`src/rtl/uart_irq_pkg.sv`:
```
package uart_irq_pkg;

    typedef enum logic {
        SRC_IDLE,
        SRC_PEND
    } src_state_e;

    typedef enum logic [2:0] {
        LVL_NONE,
        LVL_LSTAT,
        LVL_RXD,
        LVL_TXE,
        LVL_MODEM,
        LVL_CHAR,
        LVL_FLOW
    } irq_level_e;

    localparam int CODE_W = 6;

    function automatic logic [CODE_W-1:0] level_code(input irq_level_e lvl);
        logic [CODE_W-1:0] c;
        unique case (lvl)
            LVL_LSTAT: c = 6'b000110;
            LVL_RXD:   c = 6'b000100;
            LVL_TXE:   c = 6'b000010;
            LVL_MODEM: c = 6'b000000;
            LVL_CHAR:  c = 6'b010000;
            LVL_FLOW:  c = 6'b100000;
            default:   c = 6'b000001;
        endcase
        return c;
    endfunction

endpackage

```
`src/rtl/irq_src_latch.sv`:
```
module irq_src_latch
    import uart_irq_pkg::*;
(
    input  logic clk,
    input  logic rst_n,
    input  logic set_evt,
    input  logic clr_evt,
    output logic pend
);

    src_state_e state_q, state_d;

    always_ff @(posedge clk or negedge rst_n) begin
        if (!rst_n) state_q <= SRC_IDLE;
        else        state_q <= state_d;
    end

    always_comb begin
        state_d = state_q;
        unique case (state_q)
            SRC_IDLE: if (set_evt)             state_d = SRC_PEND;
            SRC_PEND: if (clr_evt && !set_evt) state_d = SRC_IDLE;
            default:                           state_d = SRC_IDLE;
        endcase
    end

    always_comb pend = (state_q == SRC_PEND);

    // A set event in the same cycle as a clear keeps the level pending.
    assert_set_wins_R10: assert property (@(posedge clk) disable iff (!rst_n)
        set_evt |=> pend);

    // A clear with no set event empties the latch (used by R3, R6 and R8).
    assert_clear_done_R8: assert property (@(posedge clk) disable iff (!rst_n)
        (clr_evt && !set_evt) |=> !pend);

endmodule

```
`src/rtl/flow_edge_detect.sv`:
```
module flow_edge_detect #(
    parameter int PINS   = 2,
    parameter int STAGES = 2
) (
    input  logic            clk,
    input  logic            rst_n,
    input  logic [PINS-1:0] pins,
    output logic            rise
);

    localparam int LAST = STAGES - 1;

    logic [PINS-1:0] sync_q [STAGES];
    logic [PINS-1:0] prev_q;

    always_ff @(posedge clk or negedge rst_n) begin
        if (!rst_n) sync_q[0] <= '1;
        else        sync_q[0] <= pins;
    end

    for (genvar s = 1; s < STAGES; s++) begin : g_stage
        always_ff @(posedge clk or negedge rst_n) begin
            if (!rst_n) sync_q[s] <= '1;
            else        sync_q[s] <= sync_q[s-1];
        end
    end

    always_ff @(posedge clk or negedge rst_n) begin
        if (!rst_n) prev_q <= '1;
        else        prev_q <= sync_q[LAST];
    end

    always_comb rise = |(sync_q[LAST] & ~prev_q);

    // The compare register catches up, so a reported edge has a high pin after it.
    assert_edge_settles_R7: assert property (@(posedge clk) disable iff (!rst_n)
        rise |=> (prev_q != '0));

endmodule

```
`src/rtl/irq_prio_encoder.sv`:
```
module irq_prio_encoder
    import uart_irq_pkg::*;
(
    input  logic [2:0]  hi_pend,
    input  logic        mdm_pend,
    input  logic        chr_pend,
    input  logic        flow_pend,
    output irq_level_e  level
);

    always_comb begin
        if      (hi_pend[2]) level = LVL_LSTAT;
        else if (hi_pend[1]) level = LVL_RXD;
        else if (hi_pend[0]) level = LVL_TXE;
        else if (mdm_pend)   level = LVL_MODEM;
        else if (chr_pend)   level = LVL_CHAR;
        else if (flow_pend)  level = LVL_FLOW;
        else                 level = LVL_NONE;
    end

endmodule

```
`src/rtl/uart_irq_resolver.sv`:
```
module uart_irq_resolver
    import uart_irq_pkg::*;
#(
    parameter int MSR_FLAGS   = 4,
    parameter int SYNC_STAGES = 2
) (
    input  logic                 clk,
    input  logic                 rst_n,
    input  logic [2:0]           hi_pend,
    input  logic [MSR_FLAGS-1:0] msr_delta,
    input  logic                 msr_rd,
    input  logic                 isr_rd,
    input  logic                 enh_mode,
    input  logic                 inband_fc_en,
    input  logic                 spec_det_en,
    input  logic                 nine_bit_en,
    input  logic                 ev_xoff,
    input  logic                 ev_xoff2,
    input  logic                 ev_spec,
    input  logic                 cts_n_pin,
    input  logic                 rts_n_pin,
    output logic [CODE_W-1:0]    isr_code,
    output logic                 irq
);

    localparam logic [CODE_W-1:0] IDLE_CODE = 6'b000001;

    logic       mdm_pend, chr_pend, flow_pend;
    logic       mdm_set, chr_set, flow_set;
    logic       chr_clr, flow_clr;
    irq_level_e level;

    always_comb begin
        mdm_set  = |msr_delta;
        chr_set  = enh_mode && ((ev_xoff  && inband_fc_en) ||
                                (ev_xoff2 && spec_det_en)  ||
                                (ev_spec  && nine_bit_en));
        chr_clr  = isr_rd && (level == LVL_CHAR);
        flow_clr = isr_rd && (level == LVL_FLOW);
    end

    irq_src_latch u_mdm (
        .clk(clk), .rst_n(rst_n), .set_evt(mdm_set), .clr_evt(msr_rd), .pend(mdm_pend)
    );

    irq_src_latch u_chr (
        .clk(clk), .rst_n(rst_n), .set_evt(chr_set), .clr_evt(chr_clr), .pend(chr_pend)
    );

    flow_edge_detect #(.PINS(2), .STAGES(SYNC_STAGES)) u_edge (
        .clk(clk), .rst_n(rst_n), .pins({rts_n_pin, cts_n_pin}), .rise(flow_set)
    );

    irq_src_latch u_flow (
        .clk(clk), .rst_n(rst_n), .set_evt(flow_set), .clr_evt(flow_clr), .pend(flow_pend)
    );

    irq_prio_encoder u_prio (
        .hi_pend(hi_pend), .mdm_pend(mdm_pend), .chr_pend(chr_pend),
        .flow_pend(flow_pend), .level(level)
    );

    always_comb begin
        isr_code = level_code(level);
        irq      = (level != LVL_NONE);
    end

    assert_idle_code_R1: assert property (@(posedge clk) disable iff (!rst_n)
        (hi_pend == 3'b000 && !mdm_pend && !chr_pend && !flow_pend)
            |-> (isr_code == IDLE_CODE && !irq));

    assert_msr_clear_R3: assert property (@(posedge clk) disable iff (!rst_n)
        (msr_rd && msr_delta == '0) |=> !mdm_pend);

    assert_isr_keeps_modem_R4: assert property (@(posedge clk) disable iff (!rst_n)
        (isr_rd && mdm_pend && !msr_rd) |=> mdm_pend);

    assert_char_gate_R5: assert property (@(posedge clk) disable iff (!rst_n)
        (!enh_mode && !chr_pend) |=> !chr_pend);

    assert_lower_kept_R9: assert property (@(posedge clk) disable iff (!rst_n)
        (isr_rd && isr_code == 6'b010000 && flow_pend) |=> flow_pend);

endmodule

```
`config.mk`:
```
export PLATFORM = sky130hd
export DESIGN_NAME = uart_irq_resolver
export DESIGN_NICKNAME = d
export VERILOG_FILES = /design/src/rtl/uart_irq_pkg.sv /design/src/rtl/irq_src_latch.sv /design/src/rtl/flow_edge_detect.sv /design/src/rtl/irq_prio_encoder.sv /design/src/rtl/uart_irq_resolver.sv
export SDC_FILE = /design/constraint.sdc
export NUM_CORES = 1
export LEC_CHECK = 0
export ABC_AREA = 1
export BUFFER_PORTS_ARGS = -buffer_cell sky130_fd_sc_hd__buf_2
export CAP_MARGIN = 20
export CORE_AREA = 2 2 39 41
export CTS_CLUSTER_DIAMETER = 120
export DETAILED_ROUTE_END_ITERATION = 6
export DIE_AREA = 0 0 41 43
export GPL_TIMING_DRIVEN = 0
export PLACE_DENSITY_LB_ADDON = 0.3
export SLEW_MARGIN = 30
export SYNTH_ARGS = -nofsm -noshare
export SYNTH_HDL_FRONTEND = slang
export SYNTH_HIERARCHICAL = 1
export SYNTH_SLANG_ARGS = --single-unit
```
`constraint.sdc`:
```
create_clock -name clk -period 2.45 [get_ports clk]
set_input_delay 0.735 -clock clk [delete_from_list [all_inputs] [get_ports clk]]
set_output_delay 0.735 -clock clk [all_outputs]
set_load 0.02 [all_outputs]
```
==> results by group <==
Run status
  – Outcome: finished, final reports clean

CTS
  – Hold_buf cts: 0
  – Root Driver: clkbuf_4
  – CTS tree: yes
  – Sink Count: 9
  – Clock transition at the registers of the reported paths: 60 ps
  – Post-CTS setup buffer count: 0
  – TritonCTS Buffers: 3
  – Insertion delay to the later sink of the worst-skew pair: 250 ps
  – H-tree depth: 1
  – CTS Buffer Depth: 2
  – Post-cts resize count: 0

STA
  – Final period utilization: 95.91%
  – RSZ-0062 raised after global routing: true
  – Fin. Hold Viols: 0
  – Setup-failing EPs final: 0
  – Max Fclk: 425.6 MHz
  – Final Max Slew Viols: 0
  – Final Critical Period: 2350 ps
  – Worst Skew: 0.3190 ps

Synthesis
  – Sequential element share of the synthesized area: 49.21%
  – Most area-consuming cells after synthesis: dfstp_2 (33%), nand2_1 (18%), dfrtp_1 (16%)
  – EDFF count, synth: 0
  – Leading area contributor after synthesis: dfstp_2
  – Ys flop type: dfstp_2
  – Ys async rst share: 100.0%
  – Post-synth top area share: 33.33%
  – Synthesized cell area: 473.0 sq um
  – Avg Inst Size Synth: 6.955 sq um
  – Synth cell types: 14
  – Syn_nets: 88
  – Cell with the most instances after synthesis: nand2_1
  – Synth warn: 6
  – Top cells by count, synth: nand2_1 (23), inv_1 (17), nor2_1 (8)
  – Flop and latch count out of synthesis: 9
  – Post-Syn Instances: 68

Floorplan
  – FP Rows: 14
  – Core ar.: 1384 sq um
  – Die Area: 1763 sq um
  – Die Y: 43 um
  – Num ports: 27
  – DIE WIDTH: 41 um
  – Starting Density: 34.18%

Setup path
  – Worst Setup Start Kind: primary input
  – CP Max Fanout: 4
  – FF-to-FF path depth: 8
  – Slowest CP cell: a21oi_1
  – Worst flop-to-flop path startpoint: u_mdm/pend$_DFF_PN0_
  – Crit path required time: 1710 ps
  – Cell family with most CP delay: simple AND/OR/NAND/NOR gates
  – Worst reg2reg endpoint: u_flow/pend$_DFF_PN0_
  – Worst-path cell chain: buf_2 > nor2_2 > a21oi_1 > nor2_1 > nor3b_1 > buf_2
  – CP most frequent cell: buf_2
  – Crit path DAT: 1610 ps
  – CP Capture Type: output pin
  – FF-to-FF setup slack: 1130 ps
  – Critical path type: in -> out
  – Buf/Inv on CP: 2
  – Worst path depth: 6
  – Crit-path max cell delay: 270 ps

Power and ir drop
  – Leakage: 0.0003971 uW
  – Cell Pwr Density: 499.8 nW/um^2
  – Worst vdd ir: 0.2915 mV

Routing
  – Total detailed-routing wirelength: 786 um
  – Number of DRC markers in iteration 0: 2
  – DR DRC count: 0
  – Routed WL per cell: 6.956 um
  – Vias per inst: 4.080
  – DRT Pass-1 Iters: 2
  – Vias: 461
  – Final ANT Viol Nets: 0

Run
  – Max-Cap Viols: 0

Place
  – GPL Wtd Cong: 0.6245
  – HPWL Detailed: 689 um
  – Buffers on Ports: 25
  – # placed instances: 109

Global routing
  – Global-route total usage across every layer: 12.10%
  – Grt ovf: 0
  – Antenna violations before repair: 0
  – Vias in the first global route: 409
  – Pin count of the biggest net entering global routing: 10
  – First-pass GRT wire length: 1.428 mm

Finish
  – Final core utilization: 47.11%
  – Area growth, synth to finish: 37.83%
  – Layout cells sized above 1: 40.21%
  – Cell Count, Final, Fillers Out: 113
  – Antenna diodes: 0
  – Fillcell total: 149
  – Nets: 118

Min path
  – Worst hold-check path type: in -> async
[worst reg2reg max path, cell delays in order (launching register included)]
cell and delay (ps):
dfrtp_1 410, nor2_1 110, nand2_1 60, a21oi_1 260, nand3_1 140, nor2_1 100
inv_1 40, nand2_1 40, nand2_1 40
[metal layers]
layer / track usage, % / up-vias / routed length, um
li1: - / 249 / -
met2: 21.25 / 16 / 409
met1: 11.03 / 196 / 322
met5: 0 / - / 0
met4: 8.000 / 0 / 0
met3: 3.141 / 0 / 53
[kinds of logic (layout without fill, tap and decap cells)]
group | after synthesis | count (layout) | share of synthesized area (%)
other | 1 | 1 | 0.7929
flip-flops | 9 | 9 | 49.21
AND/OR/NAND/NOR | 37 | 37 | 32.01
AO/OA/AOI/OAI | 2 | 2 | 2.114
buffers and inverters | 19 | 48 | 15.87
[worst max-delay path by stage]
stage / slack (ps) / from / endpoint
6_report: 100 / hi_pend[1] / isr_code[2]
5_1_grt: -40 / hi_pend[1] / isr_code[2]
4_1_cts: 10 / hi_pend[1] / isr_code[0]
3_5_place_dp: 20 / hi_pend[1] / isr_code[0]
3_3_place_gp: 50 / hi_pend[1] / isr_code[0]
2_1_floorplan: 40 / hi_pend[1] / isr_code[0]
[report_power, final]
group,total (uW),internal (uW),leakage [uW],switching [uW]
Combinational,57.5,25.1,0.000292,32.4
Clock,106,62.2,0.0000150,43.8
Sequential,162,159,0.0000900,3.11
[layout make-up]
| class | instances | area [sq um] | area share [%] |
|---|---|---|---|
| tap | 16 | 20.02 | 3.071 |
| sequential | 9 | 232.7 | 35.70 |
| clock buffer | 4 | 26.28 | 4.031 |
| multi-input combinational | 40 | 172.7 | 26.49 |
| buffer | 1 | 7.507 | 1.152 |
| inverter | 18 | 67.56 | 10.36 |
| timing repair buffer | 25 | 125.1 | 19.19 |
[stage by stage]
step | total power (uW) | setup TNS, ps | setup slack, ps | instance area, sq um | hold WS [ps]
after global placement | 220.3 | 0 | 48.31 | 618.1 | 345.7
after global routing | 351.5 | -37.58 | -37.58 | 651.9 | 320.9
after CTS | 332.3 | 0 | 12.89 | 644.4 | 318.9
final | 325.8 | 0 | 100.2 | 651.9 | 316.9
after floorplan | 195.5 | 0 | 42.95 | 473.0 | 345.2
after detailed placement | 222.4 | 0 | 16.71 | 618.1 | 347.9
[cells in the final DEF, fill, tap and decap left out]
cell	synthesis	final
nand3_1	2	2
dfstp_2	6	6
dfrtp_1	3	3
inv_2	1	1
a21oi_1	1	1
inv_1	17	17
clkbuf_4	0	3
clkbuf_1	0	1
buf_4	1	1
nor2_4	0	1
buf_2	0	25
conb_1	1	1
nor3b_1	1	1
nor3_1	1	1
nor2_1	8	7
nor2_2	2	2
o21ai_0	1	1
nand2_1	23	23
[state kept, by name (all words and copies together), names as in the netlist]
register,flops
u_edge/sync_q,4
u_edge/prev_q,2
u_chr/pend,1
u_flow/pend,1
u_mdm/pend,1
No activity file was read; power rests on OpenSTA's default activity.
